## config.mk

```make
export PLATFORM = sky130hd
export DESIGN_NAME = divsel_clkgen
export DESIGN_NICKNAME = d
export VERILOG_FILES = /design/src/rtl/divsel_pkg.sv /design/src/rtl/divsel_counter.sv /design/src/rtl/divsel_halfshift.sv /design/src/rtl/divsel_lane.sv /design/src/rtl/divsel_clkgen.sv
export SDC_FILE = /design/constraint.sdc
export NUM_CORES = 1
export LEC_CHECK = 0
export ABC_AREA = 0
export BUFFER_PORTS_ARGS = -buffer_cell sky130_fd_sc_hd__buf_2
export CORE_AREA = 4 4 41 43
export DETAILED_ROUTE_END_ITERATION = 6
export DIE_AREA = 0 0 45 47
export PLACE_DENSITY = 0.65
export REMOVE_ABC_BUFFERS = 1
export SLEW_MARGIN = 0
export SYNTH_ARGS = -nofsm -noshare
export SYNTH_HDL_FRONTEND = slang
export SYNTH_SLANG_ARGS = --single-unit
export TNS_END_PERCENT = 50
```

## constraint.sdc

```tcl
create_clock -name clk_fast -period 4.3 [get_ports clk_fast]
set_input_delay 1.075 -clock clk_fast [delete_from_list [all_inputs] [get_ports clk_fast]]
set_output_delay 1.075 -clock clk_fast [all_outputs]
set_load 0.05 [all_outputs]
```

## src/rtl/divsel_pkg.sv

```systemverilog
package divsel_pkg;

    localparam int SEL_W      = 2;
    localparam int BASE_RATIO = 3;
    localparam int NUM_RATIOS = 1 << SEL_W;
    localparam int MAX_RATIO  = BASE_RATIO + NUM_RATIOS - 1;
    localparam int CNT_W      = $clog2(MAX_RATIO);
    localparam int RAT_W      = $clog2(MAX_RATIO + 1);

    typedef logic [SEL_W-1:0] sel_t;
    typedef logic [CNT_W-1:0] cnt_t;
    typedef logic [RAT_W-1:0] ratio_t;

    typedef enum logic {
        MODE_EVEN = 1'b0,
        MODE_ODD  = 1'b1
    } parity_e;

    typedef struct packed {
        cnt_t   count;
        ratio_t ratio;
    } div_state_t;

    // Ratio grows by one per select step starting at BASE_RATIO.
    function automatic ratio_t sel_to_ratio(sel_t s);
        return ratio_t'(BASE_RATIO) + ratio_t'(s);
    endfunction

    // Rising-edge cycles the phase stays high: ceil(N/2).
    function automatic cnt_t high_count(ratio_t r);
        return cnt_t'((int'(r) + 1) / 2);
    endfunction

    function automatic parity_e parity_of(ratio_t r);
        return r[0] ? MODE_ODD : MODE_EVEN;
    endfunction

    function automatic cnt_t last_count(ratio_t r);
        return cnt_t'(int'(r) - 1);
    endfunction

endpackage

```

## src/rtl/divsel_counter.sv

```systemverilog
module divsel_counter
    import divsel_pkg::*;
(
    input  logic    clk,
    input  logic    mr,
    input  sel_t    sel,
    output logic    phase,
    output parity_e parity
);

    div_state_t st_q, st_d;
    logic       ph_q, ph_d;
    logic       wrap;

    assign wrap = (st_q.count == last_count(st_q.ratio));

    always_comb begin
        st_d = st_q;
        if (wrap) begin
            st_d.count = '0;
            st_d.ratio = sel_to_ratio(sel);
        end else begin
            st_d.count = st_q.count + cnt_t'(1);
        end
        ph_d = (st_d.count < high_count(st_d.ratio));
    end

    // Reset parks the counter on its last state so the first edge after
    // release wraps and opens a fresh high phase.
    always_ff @(posedge clk) begin
        if (mr) begin
            st_q.ratio <= sel_to_ratio(sel);
            st_q.count <= last_count(sel_to_ratio(sel));
            ph_q       <= 1'b0;
        end else begin
            st_q <= st_d;
            ph_q <= ph_d;
        end
    end

    assign phase  = ph_q;
    assign parity = parity_of(st_q.ratio);

    a_r1_count_below_ratio: assert property (@(posedge clk) disable iff (mr)
        int'(st_q.count) < int'(st_q.ratio));

    a_r6_ratio_moves_at_wrap: assert property (@(posedge clk) disable iff (mr)
        (!$past(mr) && (st_q.ratio != $past(st_q.ratio)))
        |-> (int'($past(st_q.count)) == int'($past(st_q.ratio)) - 1));

    a_r3_phase_low_after_reset: assert property (@(posedge clk)
        $past(mr) |-> !ph_q);

    a_r7_first_phase_after_release: assert property (@(posedge clk) disable iff (mr)
        $fell(mr) |=> ph_q);

endmodule

```

## src/rtl/divsel_halfshift.sv

```systemverilog
module divsel_halfshift
    import divsel_pkg::*;
(
    input  logic    clk,
    input  logic    mr,
    input  logic    phase,
    input  parity_e parity,
    output logic    clk_div
);

    logic ph_neg_q;
    logic shaped;

    // Copy of the phase delayed by half a source period.
    always_ff @(negedge clk) begin
        if (mr) ph_neg_q <= 1'b0;
        else    ph_neg_q <= phase;
    end

    // Odd ratios: AND trims the ceil(N/2) phase by one half-period.
    always_comb begin
        unique case (parity)
            MODE_ODD:  shaped = phase & ph_neg_q;
            default:   shaped = phase;
        endcase
    end

    assign clk_div = shaped & ~mr;

    a_r2_out_needs_phase: assert property (@(posedge clk) disable iff (mr)
        clk_div |-> phase);

endmodule

```

## src/rtl/divsel_lane.sv

```systemverilog
module divsel_lane (
    input  logic src,
    input  logic en,
    output logic val,
    output logic drv
);

    assign drv = en;
    assign val = en & src;

endmodule

```

## src/rtl/divsel_clkgen.sv

```systemverilog
module divsel_clkgen
    import divsel_pkg::*;
#(
    parameter int NUM_LANES = 2
) (
    input  logic                 clk_fast,
    input  logic                 mr,
    input  logic [SEL_W-1:0]     div_sel,
    input  logic [NUM_LANES-1:0] oe,
    output logic [NUM_LANES-1:0] q_val,
    output logic [NUM_LANES-1:0] q_drv
);

    logic    phase;
    parity_e parity;
    logic    clk_div;

    divsel_counter u_count (
        .clk    (clk_fast),
        .mr     (mr),
        .sel    (div_sel),
        .phase  (phase),
        .parity (parity)
    );

    divsel_halfshift u_shape (
        .clk     (clk_fast),
        .mr      (mr),
        .phase   (phase),
        .parity  (parity),
        .clk_div (clk_div)
    );

    for (genvar i = 0; i < NUM_LANES; i++) begin : g_lane
        divsel_lane u_lane (
            .src (clk_div),
            .en  (oe[i]),
            .val (q_val[i]),
            .drv (q_drv[i])
        );
    end

endmodule

```

# ---- Yosys cells after proc, flatten, opt, wreduce, memory -nomap -nowiden
# Index checks and enable logic that the tools add are counted.
dict set report op_classes {
  add_sub_neg 6
  n_lt_le_gt_ge 1
  eq_ne 1
  n_mux 5
  n_bitwise 6
}
# cell n
set ops {}
lappend ops {{two-way mux 3 bit} 2}
lappend ops {{two-way mux 6 bit} 1}
lappend ops {{subtractor 3 x 1 -> 3 bit, second input constant} 2}
lappend ops {{adder 3 x 1 -> 4 bit, second input constant} 1}
lappend ops {{bitwise AND 1 bit} 4}
lappend ops {{adder 2 x 2 -> 3 bit, first input constant} 1}
lappend ops {{adder 3 x 1 -> 3 bit} 1}
lappend ops {{adder 3 x 1 -> 3 bit, second input constant} 1}
lappend ops {{== test 3 bit} 1}
lappend ops {{less-than comparator 3 bit} 1}
lappend ops {{two-way mux 1 bit} 2}
lappend ops {{bitwise AND 1 bit, first input constant} 1}
lappend ops {{inverter 1 bit} 1}
dict set report totals {
  ff_bits 8
  inputBits 6
  output_inout_bits 4
  wordCells 23
}

# ---- Longest topological paths before layout
dict set report depth {
  depth_word 7
  ltp_mapped 13
  depth_no_buf 13
}

# ---- Modules after synthesis
# From an unflattened synthesis, not the netlist that was laid out.
dict set report unflattened {
  hier_cells 72
  hier_area_um2 634.4
}
# mod n_inst cells_each area_each_um2 seq_area_each_um2
set modules_own_cells {}
lappend modules_own_cells {divsel_counter 1 63 554.3 140.1}
lappend modules_own_cells {divsel_halfshift 1 5 52.6 20.0}
lappend modules_own_cells {divsel_lane 2 2 13.8 0.0}

==> results.sh <==
export IMPL_status="complete, no violations"
export IMPL_worstPathRequired_ns=3.22
export IMPL_routedWlPerCell_um=12.2
export IMPL_drt_initial_drc_count=2
export IMPL_wl_met2_um=542
export IMPL_finalMaxSlewViolations=0
export IMPL_critPathLaunchType="flop"
export IMPL_top_layer="met4"
export IMPL_htree_num_levels=1
export IMPL_synth_warnings=0
export IMPL_clkLatencyLatePin_ns=0.31
export IMPL_synthCells=73
export IMPL_io_pins=10
export IMPL_antenna_found_initial=0
export IMPL_grt_use_total_pct=13.6
export IMPL_arrival_ns=3.21
export IMPL_peakVddDrop_mv=0.549
export IMPL_n_fill_cell=127
export IMPL_final_common_cell="dfxtp_1"
export IMPL_layout_common_cells="8 x dfxtp_1, 7 x inv_1, 7 x xnor2_1, 7 x ha_1, 7 x buf_2"
export IMPL_holdPathStages=2
export IMPL_multiInputGateArea_um2=403
export IMPL_seqCellArea_um2=160
export IMPL_internal_power_mw=0.353
export IMPL_antenna_left=0
export IMPL_tightest_slew_ns=0.738
export IMPL_fin_nets=95
export IMPL_p_clk_share_pct=10.4
export IMPL_postCtsSetupBuffers=0
export IMPL_dieWidth_um=45
export IMPL_rsz0062_at_grt="true"
export IMPL_p_seq_share_pct=22.1
export IMPL_drt_met1_wl_um=568
export IMPL_reg2reg_depth=12
export IMPL_r2r_setup_slack_ns=1.16
export IMPL_setup_violations=0
export IMPL_p_total_mw=0.637
export IMPL_timing_rr_end="u_count.phase"
export IMPL_drive_gt1_share_pct=18.5
export IMPL_maxCapViolations=0
export IMPL_core_area_um2=1300
export IMPL_p_leak_nw=0.326
export IMPL_wl_mm=1.17
export IMPL_drcViolationCount=0
export IMPL_synth_cell_type_count=22
export IMPL_worst_setup_path_type="flop to primary output"
export IMPL_die_area_um2=2120
export IMPL_area_delta_synth_final_pct=11.5
export IMPL_cts_tree="built"
export IMPL_tns_ns=0
export IMPL_clk_pin_slew_ns=0.06
export IMPL_p_sw_mw=0.284
export IMPL_clock_path_buffers=2
export IMPL_yosysSeqAreaShare_pct=25.8
export IMPL_first_pass_iters=3
export IMPL_end_kind="primary output"
export IMPL_overflow=0
export IMPL_syn_area_um2=621
export IMPL_finalHoldViolCount=0
export IMPL_vias=492
export IMPL_grt_pass1_wl_mm=1.98
export IMPL_power_density_nw_per_um2=921
export IMPL_r2r_start="u_count.st_q[0]"
export IMPL_num_rows=13
export IMPL_place_gp_congestion=0.730
export IMPL_wl_met3_um=39
export IMPL_initial_utilization_pct=47.7
export IMPL_hp_class="flop to flop"
export IMPL_p_comb_share_pct=67.4
export IMPL_cts_inserted_buffers=3
export IMPL_syn_area_per_cell_um2=8.50
export IMPL_io_buffer_count=9
export IMPL_diodes=0
export IMPL_holdWs_ns=0.516
export IMPL_p_sw_share_pct=44.6
export IMPL_cp_max_fo=2
export IMPL_grt_pass1_vias=453
export IMPL_drt_vias_per_instance=5.13
export IMPL_post_dp_hpwl_um=950
export IMPL_grt_max_degree=11
export IMPL_ys_seq_elements=8
export IMPL_relSlewSlack_pct=50.4
export IMPL_skew_ns=0.0526
export IMPL_cts_sinks=8
export IMPL_die_h_um=47
export IMPL_hp_start="u_count.st_q[1]"
export IMPL_cts_root_buf="clkbuf_4"
export IMPL_hold_end="u_count.st_q[1]"
[synth_stat cells]
cell type,n,area [um2]
dfxtp_1,8,160
ha_1,7,87.6
inv_1,7,26.3
xnor2_1,7,61.3
nand2_1,6,22.5
buf_4,4,30.0
nor2_1,4,15.0
o21ai_0,4,20.0
and2_1,3,18.8
mux2i_1,3,30.0
nor3_1,3,15.0
o31ai_1,3,22.5
a21oi_1,2,10.0
nor2b_1,2,12.5
o21a_1,2,15.0
or3_1,2,12.5
a22oi_1,1,7.51
a31oi_1,1,6.26
clkbuf_1,1,3.75
mux2_2,1,11.3
or3b_2,1,8.76
xor3_1,1,23.8
[worst max-delay path by stage]
stage | start | to | slack (ns) | depth (start not counted)
after CTS | u_shape.ph_neg_q | q_val[1] | -0.007 | 3
after global routing | u_shape.ph_neg_q | q_val[1] | -0.06 | 3
after detailed placement | u_shape.ph_neg_q | q_val[1] | 0.28 | 3
final | u_shape.ph_neg_q | q_val[1] | 0.01 | 3
after global placement | u_shape.ph_neg_q | q_val[1] | 0.30 | 3
after floorplan | u_shape.ph_neg_q | q_val[0] | 0.27 | 2
[layer usage]
layer / vias up / global-route usage, %
met1: 226 / 16.3
met3: 4 / 5.75
met4: 0 / 7.02
met5: - / 0
met2: 4 / 20.9
li1: 258 / -
[power by group through the flow]
stage,logic (mW),registers [mW],clock network (mW)
after global routing,0.495,0.145,0.0730
after floorplan,0.349,0.134,0.00291
after CTS,0.431,0.140,0.0692
after detailed placement,0.424,0.142,0.00291
final,0.430,0.141,0.0665
after global placement,0.414,0.142,0.00291
[layout make-up]
| cell class | count | area share [%] |
|---|---|---|
| clock buffer | 4 | 3.80 |
| sequential | 8 | 23.1 |
| timing repair buffer | 9 | 8.32 |
| clock inverter | 1 | 0.542 |
| inverter | 6 | 3.25 |
| multi-input combinational | 53 | 58.2 |
| tap | 15 | 2.71 |
[worst max-delay path, cell delays in order, from the launching register on]
cell,delay (ns)
dfxtp_1,0.29
o21a_1,0.17
and2_4,0.15
buf_6,0.14
[cells by family after synthesis]
kind of cell    after synthesis  synth area share (%)
compound gates               13                  13.1
xor+xnor                      8                  13.7
fa+ha+maj                     7                  14.1
buf+inv                      12                  9.68
flops                         8                  25.8
mux                           4                  6.65
simple gates                 21                  16.9
[what timing repair did]
action                                  4_1_cts  5_1_grt
endpoints found under the setup margin        2        2
hold buffers                                  0        0
pin swaps                                     1        0
cloned                                        0        0
gates resized for setup                       4        1
[stage by stage]
stage               cells  area (um2)  setup slack [ns]  utilization [%]
global placement       92         651             0.298             50.0
detailed placement     92         651             0.284             50.0
floorplan              68         587             0.266                -
global route           96         692           -0.0596             53.2
finish                 96         692            0.0125             53.2
CTS                    96         689          -0.00726             53.0
[registers in the layout (all words and copies together), names as in the netlist]
signal,count
u_count.phase,1
u_shape.ph_neg_q,1
u_count.st_q,6
Note: power is estimated with default switching activity, not from simulation.
